### config.mk
export PLATFORM = sky130hd
export DESIGN_NAME = tlb_dup_scrub
export DESIGN_NICKNAME = d
export VERILOG_FILES = /design/src/rtl/tlb_dup_scrub.sv
export SDC_FILE = /design/constraint.sdc
export NUM_CORES = 1
export LEC_CHECK = 0
export BUFFER_PORTS_ARGS = -buffer_cell sky130_fd_sc_hd__buf_2
export CAP_MARGIN = 20
export CORE_MARGIN = 4
export CORE_UTILIZATION = 54
export CTS_CLUSTER_DIAMETER = 80
export DETAILED_ROUTE_END_ITERATION = 10
export HOLD_SLACK_MARGIN = 0.08
export PLACE_DENSITY = 0.77
export SLEW_MARGIN = 5
export SYNTH_ARGS = -nofsm -noshare
export SYNTH_HDL_FRONTEND = slang
export SYNTH_SLANG_ARGS = --single-unit
### constraint.sdc
create_clock -name clk -period 3.4 [get_ports clk]
set_input_delay 0.51 -clock clk [delete_from_list [all_inputs] [get_ports clk]]
set_output_delay 0.51 -clock clk [all_outputs]
set_load 0.005 [all_outputs]
### src/rtl/tlb_dup_scrub.sv
module tlb_dup_scrub #(
  parameter int SETS = 8,
  parameter int WAYS = 4,
  parameter int VPN_LSB = 13,
  parameter int PRESENT_BIT = 10,
  localparam int ENT = SETS * WAYS,
  localparam int SET_W = (SETS > 1) ? $clog2(SETS) : 1,
  localparam int CNT_W = $clog2(ENT + 1)
) (
  input  logic             clk,
  input  logic             rst_n,
  input  logic             start,
  output logic             busy,
  output logic             done,
  output logic [CNT_W-1:0] dup_count,
  output logic [SET_W-1:0] first_set,
  output logic [1:0]       first_way,
  output logic             aux_we,
  output logic             aux_re,
  output logic [2:0]       aux_addr,
  output logic [31:0]      aux_wdata,
  input  logic [31:0]      aux_rdata
);
  localparam logic [2:0] A_PID = 3'd0, A_IDX = 3'd1, A_PD0 = 3'd2, A_PD1 = 3'd3, A_CMD = 3'd4;
  localparam logic [31:0] C_WRITE = 32'd1, C_READ = 32'd2;

  typedef enum logic [3:0] {
    IDLE, PID_RD, PID_WR, R_IDX, R_CMD, R_PD0, R_PD1,
    CHK, CMP, E_IDX, E_PD0, E_PD1, E_CMD, FIN
  } st_t;

  st_t              st;
  logic [31:0]      pid_q;
  logic [SET_W-1:0] set_q;
  logic [1:0]       way_q, w_q, n_q;
  logic [31:0]      pd0_q [4];
  logic             any_pres;

  always_comb begin
    any_pres = 1'b0;
    for (int i = 0; i < WAYS; i++) any_pres = any_pres | pd0_q[i][PRESENT_BIT];
  end

  wire        hit      = (pd0_q[w_q] != 32'd0) &&
                         (pd0_q[w_q][31:VPN_LSB] == pd0_q[n_q][31:VPN_LSB]);
  wire        last_n   = int'(n_q) == WAYS - 1;
  wire        last_w   = int'(w_q) + 1 >= WAYS - 1;
  wire        last_set = int'(set_q) == SETS - 1;
  wire        last_way = int'(way_q) == WAYS - 1;
  wire [1:0]  idx_way  = (st == E_IDX) ? w_q : way_q;
  wire [31:0] idx_val  = 32'(set_q) * 32'(WAYS) + 32'(idx_way);

  assign busy = st != IDLE;
  assign done = st == FIN;
  assign aux_re = st inside {PID_RD, R_PD0, R_PD1};
  assign aux_we = st inside {PID_WR, R_IDX, R_CMD, E_IDX, E_PD0, E_PD1, E_CMD};

  always_comb begin
    aux_addr  = A_PID;
    aux_wdata = 32'd0;
    case (st)
      PID_WR:       aux_wdata = pid_q | 32'h8000_0000;
      R_IDX, E_IDX: begin aux_addr = A_IDX; aux_wdata = idx_val; end
      R_CMD:        begin aux_addr = A_CMD; aux_wdata = C_READ; end
      E_CMD:        begin aux_addr = A_CMD; aux_wdata = C_WRITE; end
      R_PD0, E_PD0: aux_addr = A_PD0;
      R_PD1, E_PD1: aux_addr = A_PD1;
      default:      aux_addr = A_PID;
    endcase
  end

  always_ff @(posedge clk) begin
    if (!rst_n) begin
      st <= IDLE;
      pid_q <= '0;
      set_q <= '0;
      way_q <= '0;
      w_q <= '0;
      n_q <= '0;
      dup_count <= '0;
      first_set <= '0;
      first_way <= '0;
      for (int i = 0; i < 4; i++) pd0_q[i] <= '0;
    end else begin
      case (st)
        IDLE: if (start) begin
          dup_count <= '0;
          first_set <= '0;
          first_way <= '0;
          st <= PID_RD;
        end
        PID_RD: begin pid_q <= aux_rdata; st <= PID_WR; end
        PID_WR: begin set_q <= '0; way_q <= '0; st <= R_IDX; end
        R_IDX:  st <= R_CMD;
        R_CMD:  st <= R_PD0;
        R_PD0:  begin pd0_q[way_q] <= aux_rdata; st <= R_PD1; end
        R_PD1:  if (last_way) st <= CHK;
                else begin way_q <= way_q + 2'd1; st <= R_IDX; end
        CHK: begin
          w_q <= 2'd0;
          n_q <= 2'd1;
          if (any_pres && WAYS > 1) st <= CMP;
          else if (last_set) st <= FIN;
          else begin set_q <= set_q + 1'b1; way_q <= '0; st <= R_IDX; end
        end
        CMP: begin
          if (hit) st <= E_IDX;
          else if (!last_n) n_q <= n_q + 2'd1;
          else if (!last_w) begin w_q <= w_q + 2'd1; n_q <= w_q + 2'd2; end
          else if (last_set) st <= FIN;
          else begin set_q <= set_q + 1'b1; way_q <= '0; st <= R_IDX; end
        end
        E_IDX: st <= E_PD0;
        E_PD0: st <= E_PD1;
        E_PD1: st <= E_CMD;
        E_CMD: begin
          pd0_q[w_q] <= '0;
          dup_count <= dup_count + 1'b1;
          if (dup_count == '0) begin first_set <= set_q; first_way <= w_q; end
          st <= CMP;
        end
        FIN:     st <= IDLE;
        default: st <= IDLE;
      endcase
    end
  end
endmodule

==> impl_metrics.yaml, run 1 <==
final_layout:
  final_layout_size_suffix_gt1_frac: 0.2052
  finalNetCount: 917
  diodes: 0
  instances_no_fill: 1103
  post-route-util: 0.6369
  areaGrowthSynthToFinish_pct: 14.83
yosys:
  synth_enable_flop_cells: 128
  synth_top_area_share: 0.4347
  synthArstFlopShare: 0
  syn_avg_cell_area_um2: 11.12
  synthTopCellsByArea: "edfxtp_1 (43%), dfxtp_1 (13%), mux4_2 (9.9%)"
  synthTopCellsByCount: "edfxtp_1 (128), nand2_1 (126), nor2_1 (122), dfxtp_1 (59), mux4_2 (39)"
  synth_cell_types: 55
  synth_area_mm2: 0.008842
  synth_seq_cells: 187
  ys_warn_count: 0
  yosysMostFrequentCell: "edfxtp_1"
  syn_inst: 795
  postSynthNetCount: 838
  yosysTopAreaCell: "edfxtp_1"
  synth-seq-area-share: 0.5683
  ys.flop_type: "edfxtp_1"
status:
  status: "finished clean"
drt:
  drc: 0
  num_vias: 6337
  routed_wl_um: 20780
  firstDrtPassIters: 5
  routed_via_density: 5.745
  drt_iter0_drc: 541
  detail-route-antenna-nets: 0
  wire_per_inst_um: 18.84
sta:
  clock_skew_ns: 0.009025
  slew_headroom: 0.4597
  post-route-min-period_ns: 3.024
  rsz0062_at_grt: "false"
  worstMarginPinSlew_ns: 0.8061
  post-route-period-util: 0.8894
  drv_slew: 0
  finalHoldViolCount: 0
  finalSetupViolations: 0
  setup_tns_ns: 0
  max_clock_freq_mhz: 330.7
hold_path:
  hold_path_end: "pid_q[5]"
  hold_path_startpoint: "aux_rdata[5]"
  holdCritPathClass: "in -> reg"
  holdPathStages: 3
floorplanning:
  coreArea_mm2: 0.01594
  top_level_ports: 85
  die_area_mm2: 0.01849
  row_count: 46
  dieWidth_um: 136.0
  die_h_um: 136.0
  start_util: 0.5546
grt:
  grt_max_degree: 39
  antenna_found_initial: 1
  grt_pass1_wl_um: 33100
  grt_pass1_vias: 6261
  grt.total_usage: 0.2362
  grt.overflow.total: 0
placement:
  dpl.cell_count: 1071
  gp_congestion: 0.8166
  port_buffers: 84
  hpwlAfterDp_um: 13820
setup_path:
  r2r_slack_ns: 0.38
  crit_fanout: 19
  worstPathArrival_ns: 3.35
  r2r_cells: 8
  critical_path.startpoint_type: "flop"
  critPathKind: "reg -> reg"
  r2r-end: "st[3]"
  worstPathRequired_ns: 3.72
  endpoint_kind: "flop"
clock_network:
  htree_num_levels: 4
  clk_latency_ns: 0.43
  cts.path.max_buffers: 2
  cts_tree: "done"
  cts_sinks: 187
  clock_tree.root_cell: "clkbuf_16"
  cts_resized: 0
  cts_setup_buffers: 0
  clk_pin_slew_ns: 0.07
  ctsHoldBuffers: 0
  numCtsBuffers: 17
power:
  total_power_mw: 4.812
  p_leak_nw: 3.912
  power.density_mw_per_mm2: 473.9
  vdd_drop_max_uv: 406.6
job:
  drv_cap: 0
==> placed cells by master (no fill, tap or decap), types with 8 or more instances in the layout <==
cell type    n
a21oi_1     11
xnor2_1     19
nand4_1      9
nor3_1       9
nand2_1    126
nor2_1     122
dfxtp_1     59
buf_4       19
a21boi_1    38
inv_1       38
nand3_1     20
mux4_2      39
buf_2       84
ha_1         8
and2_1      31
clkbuf_16   17
edfxtp_1   128
nor4_1      12
o21ai_0     10
==> layer usage <==
| metal | share of wire | wire, um | track usage |
|---|---|---|---|
| met1 | 0.42 | 8712 | 0.3064 |
| met2 | 0.50 | 10400 | 0.3938 |
| met3 | 0.055 | 1146 | 0.04589 |
| met4 | 0.025 | 512 | 0.09462 |
| met5 | 0.00034 | 7 | 0 |
==> cell type report <==
cell class	instances	area, um^2
clock buffer	22	474.2
multi-input combinational	523	3483
sequential	187	5025
timing repair buffer	107	643.1
inverter	38	142.6
fill	1241	5789
clock inverter	10	115.1
tap	216	270.3
==> kinds of logic after synthesis <==
group,Yosys count,synth area share
flops,187,0.5683
simple gates,359,0.1825
buf+inv,85,0.04019
xor+xnor,19,0.01882
fa+ha+maj,8,0.01132
mux,45,0.1061
compound gates,92,0.07273
==> how the worst max path moves through the flow <==
stage          startpoint          end  slack, ns
4_1_cts              flop        st[3]       0.37
6_report             flop        st[3]       0.38
2_1_floorplan       st[2]  pd0_q[3][0]       0.16
3_5_place_dp         flop        st[3]       0.40
3_3_place_gp         flop        st[3]       0.41
5_1_grt              flop        st[3]       0.21
==> power by group <==
group | total, mW | switching (mW) | internal (mW) | leakage, nW
sequential | 2.55 | 0.0441 | 2.50 | 1.80
combinational | 0.296 | 0.181 | 0.115 | 1.83
clock | 1.97 | 0.827 | 1.14 | 0.283
total | 4.81 | 1.05 | 3.76 | 3.91
==> flip-flops by register name, indices dropped and copies added, names as in the netlist, named ones only <==
register   count
pid_q         31
w_q            2
first_set      3
first_way      2
way_q          2
st             4
set_q          3
pd0_q        128
n_q            2
dup_count      6
==> per-stage QoR <==
step	hold WS, ns	instance area [um^2]	worst slack, ns
floorplan	0.4305	8842	0.1596
global placement	0.4372	9564	0.4111
detailed placement	0.4402	9564	0.3957
CTS	0.3046	10150	0.3739
global route	0.3243	10150	0.2051
finish	0.3229	10150	0.3762
==> critical path, stage by stage (launching register included) <==
cell     delay (ns)
dfxtp_1        0.39
buf_12         0.21
mux4_2         0.55
nor4_1         0.44
and4_1         0.29
nand3_2        0.10
and3_1         0.27
or4b_1         0.48
a22o_1         0.18
(Power assumes the default switching activity.)
==> run 2, diff against run 1 <==
--- a/config.mk
+++ b/config.mk
@@ -7,2 +7,3 @@
 export LEC_CHECK = 0
+export ABC_AREA = 1
 export BUFFER_PORTS_ARGS = -buffer_cell sky130_fd_sc_hd__buf_2
@@ -14,3 +15,3 @@
 export HOLD_SLACK_MARGIN = 0.08
-export PLACE_DENSITY = 0.77
+export PLACE_DENSITY = 0.76
 export SLEW_MARGIN = 5
==> constraint.sdc (replaced) <==
create_clock -name clk -period 3.4 [get_ports clk]
set_input_delay 0.34 -clock clk [delete_from_list [all_inputs] [get_ports clk]]
set_output_delay 0.34 -clock clk [all_outputs]
set_load 0.005 [all_outputs]
==> run 2 against run 1 <==
Net effect: count of clock-buffer cells in the layout down 4; clock power fell by 7%; synthesized cell count rose by 62%; synthesized area is 12% higher; routed wire length increased by 19%; highest routed layer unchanged; worst setup slack improved by 0.40 ns; first-iteration DRC count up 36%; critical path depth did not move.
==> impl_metrics.yaml, run 2 <==
floorplanning:
  dieWidth_um: 143.3
  die_area_mm2: 0.02053
  row_count: 49
  start_util: 0.5501
  coreArea_mm2: 0.01796
  top_level_ports: 85
  die_h_um: 143.3
power:
  power.density_mw_per_mm2: 436.2
  comb_power_share: 0.080
  swShare: 0.2496
  p_leak_nw: 5.019
  internal-power_mw: 3.604
  switchingPower_mw: 1.199
  pwr-share-clk: 0.384
  vdd_drop_max_uv: 345.6
  p_seq_frac: 0.536
setup_path:
  r2r_cells: 10
  path_delay_family: "buffers and inverters"
  path_buf_inv: 5
  endpoint_kind: "output pin"
  crit_fanout: 52
  critical_path.cell_chain: "inv_1 > nor2_1 > inv_2 > nor2_1 > inv_1 > buf_4 > nand2_1 > buf_2"
  r2r-end: "pd0_q[2][17]"
  r2r_slack_ns: 0.78
  cp_slowest_cell: "dfxtp_1"
  worstPathArrival_ns: 2.29
  crit-reg2reg-launch: "st[0]"
  worstPathRequired_ns: 3.06
  critPathKind: "reg -> out"
  critical_path.startpoint_type: "flop"
  max_stage_delay_ns: 0.41
yosys:
  synthTopCellsByArea: "edfxtp_1 (39%), nand2_1 (18%), dfxtp_1 (12%)"
  synth_enable_flop_cells: 128
  postSynthNetCount: 1334
  syn_inst: 1291
  yosysTopAreaCell: "edfxtp_1"
  synth_area_mm2: 0.009882
  syn_avg_cell_area_um2: 7.655
  synthArstFlopShare: 0
  ys.flop_type: "edfxtp_1"
  synth_seq_cells: 187
  synth-seq-area-share: 0.5085
  synth_top_area_share: 0.3890
  synth_cell_types: 40
  synthTopCellsByCount: "nand2_1 (465), nor2_1 (193), edfxtp_1 (128), inv_1 (109), nand3_1 (93)"
  yosysMostFrequentCell: "nand2_1"
  ys_warn_count: 0
clock_network:
  htree_num_levels: 4
  cts_sinks: 187
  cts_setup_buffers: 0
  cts_tree: "done"
  cts_resized: 0
  numCtsBuffers: 17
  cts.path.max_buffers: 2
  clock_tree.root_cell: "clkbuf_16"
  ctsHoldBuffers: 0
  clk_latency_ns: 0.44
  clk_pin_slew_ns: 0.07
placement:
  gp_congestion: 0.9013
  port_buffers: 84
  postPlaceCellArea_mm2: 0.01046
  dpl.cell_count: 1573
  hpwlAfterDp_um: 16970
sta:
  setup_tns_ns: 0
  post-route-min-period_ns: 2.626
  clock_skew_ns: 0.007966
  max_clock_freq_mhz: 380.9
  drv_slew: 0
  post-route-period-util: 0.7722
  rsz0062_at_grt: "false"
  worstMarginPinSlew_ns: 0.6440
  slew_headroom: 0.5700
  finalHoldViolCount: 0
  whs_ns: 0.1507
  finalSetupViolations: 0
hold_path:
  holdPathStages: 3
  hold_path_end: "pid_q[2]"
  holdCritPathClass: "in -> reg"
  hold_path_startpoint: "aux_rdata[2]"
final_layout:
  reg.largest.list: "pd0_q x128, pid_q x31, dup_count x6"
  mostFrequentLayoutCells: "nand2_1 (465), nor2_1 (193), edfxtp_1 (128)"
  fillers: 1545
  finish.instance_area_mm2: 0.01101
  largest_reg_flops: 128
  areaGrowthSynthToFinish_pct: 11.42
  instances_no_fill: 1605
  largest-register: "pd0_q"
  diodes: 0
  finalNetCount: 1406
  seq_area_mm2: 0.005025
  multi_input_area_mm2: 0.004050
  final_common_cell: "nand2_1"
  final_layout_size_suffix_gt1_frac: 0.1483
grt:
  antenna_found_initial: 1
  grt_pass1_wl_um: 40650
  grt.overflow.total: 0
  grt_pass1_vias: 8230
  grt.total_usage: 0.2514
  grt_max_degree: 53
drt:
  wire_per_inst_um: 15.45
  num_vias: 8590
  drc: 0
  routed_wl_um: 24790
  drt_iter0_drc: 736
  detail-route-antenna-nets: 0
  firstDrtPassIters: 5
  routed_via_density: 5.352
status:
  status: "finished clean"
job:
  drv_cap: 0
## run 2: cell families (layout without fill, tap and decap cells)
logic type / after synthesis / count (layout) / share of synthesized area
fa+ha+maj: 8 / 8 / 0.01013
compound gates: 106 / 106 / 0.05888
buf+inv: 181 / 266 / 0.08344
simple gates: 809 / 809 / 0.3391
flops: 187 / 187 / 0.5085
## run 2: power groups by stage
| stage | Sequential, mW | Clock (mW) | Combinational, mW |
|---|---|---|---|
| 2_1_floorplan | 2.61 | 0 | 0.250 |
| 3_3_place_gp | 2.62 | 0 | 0.373 |
| 3_5_place_dp | 2.62 | 0 | 0.380 |
| 4_1_cts | 2.57 | 1.86 | 0.383 |
| 5_1_grt | 2.58 | 1.96 | 0.435 |
| 6_report | 2.57 | 1.84 | 0.383 |
## run 2: worst reg2reg max path, delay by kind of cell (launching register included)
family	cells	cell delay (ns)
flip-flops	1	0.36
AO/OA/AOI/OAI	1	0.37
AND/OR/NAND/NOR	5	1.07
buffers and inverters	4	0.51
## run 2: worst max-delay path by stage
stage | startpoint | cells past startpoint | endpoint | slack [ns]
3_3_place_gp | st[0] | 10 | pd0_q[2][28] | 0.87
2_1_floorplan | rst_n | 6 | pd0_q[3][0] | 0.48
4_1_cts | st[0] | 10 | pd0_q[2][17] | 0.78
3_5_place_dp | st[0] | 10 | pd0_q[2][28] | 0.78
6_report | st[0] | 8 | aux_re | 0.77
5_1_grt | st[0] | 10 | pd0_q[2][23] | 0.60
## run 2: metrics by stage
stage	util	power (mW)	worst slack [ns]
after global placement	0.5824	2.994	0.8705
after global routing	0.6129	4.974	0.5982
final	0.6129	4.802	0.7744
after CTS	0.6129	4.812	0.7809
after detailed placement	0.5824	3.004	0.7848
after floorplan	-	2.862	0.4845
## run 2: routing by layer
metal,part of all wire,vias up,GRT usage
met5,0.00052,-,0
met4,0.019,2,0.07334
met3,0.089,35,0.05157
met2,0.47,401,0.4152
met1,0.42,3903,0.3381
li1,-,4249,-
## run 2: cell type report
class	instances	share of cell area
Inverter	126	0.04318
Tap cell	229	0.02602
Multi-Input combinational cell	923	0.3678
Sequential cell	187	0.4564
Clock inverter	14	0.01080
Clock buffer	18	0.03898
Timing Repair Buffer	108	0.05682
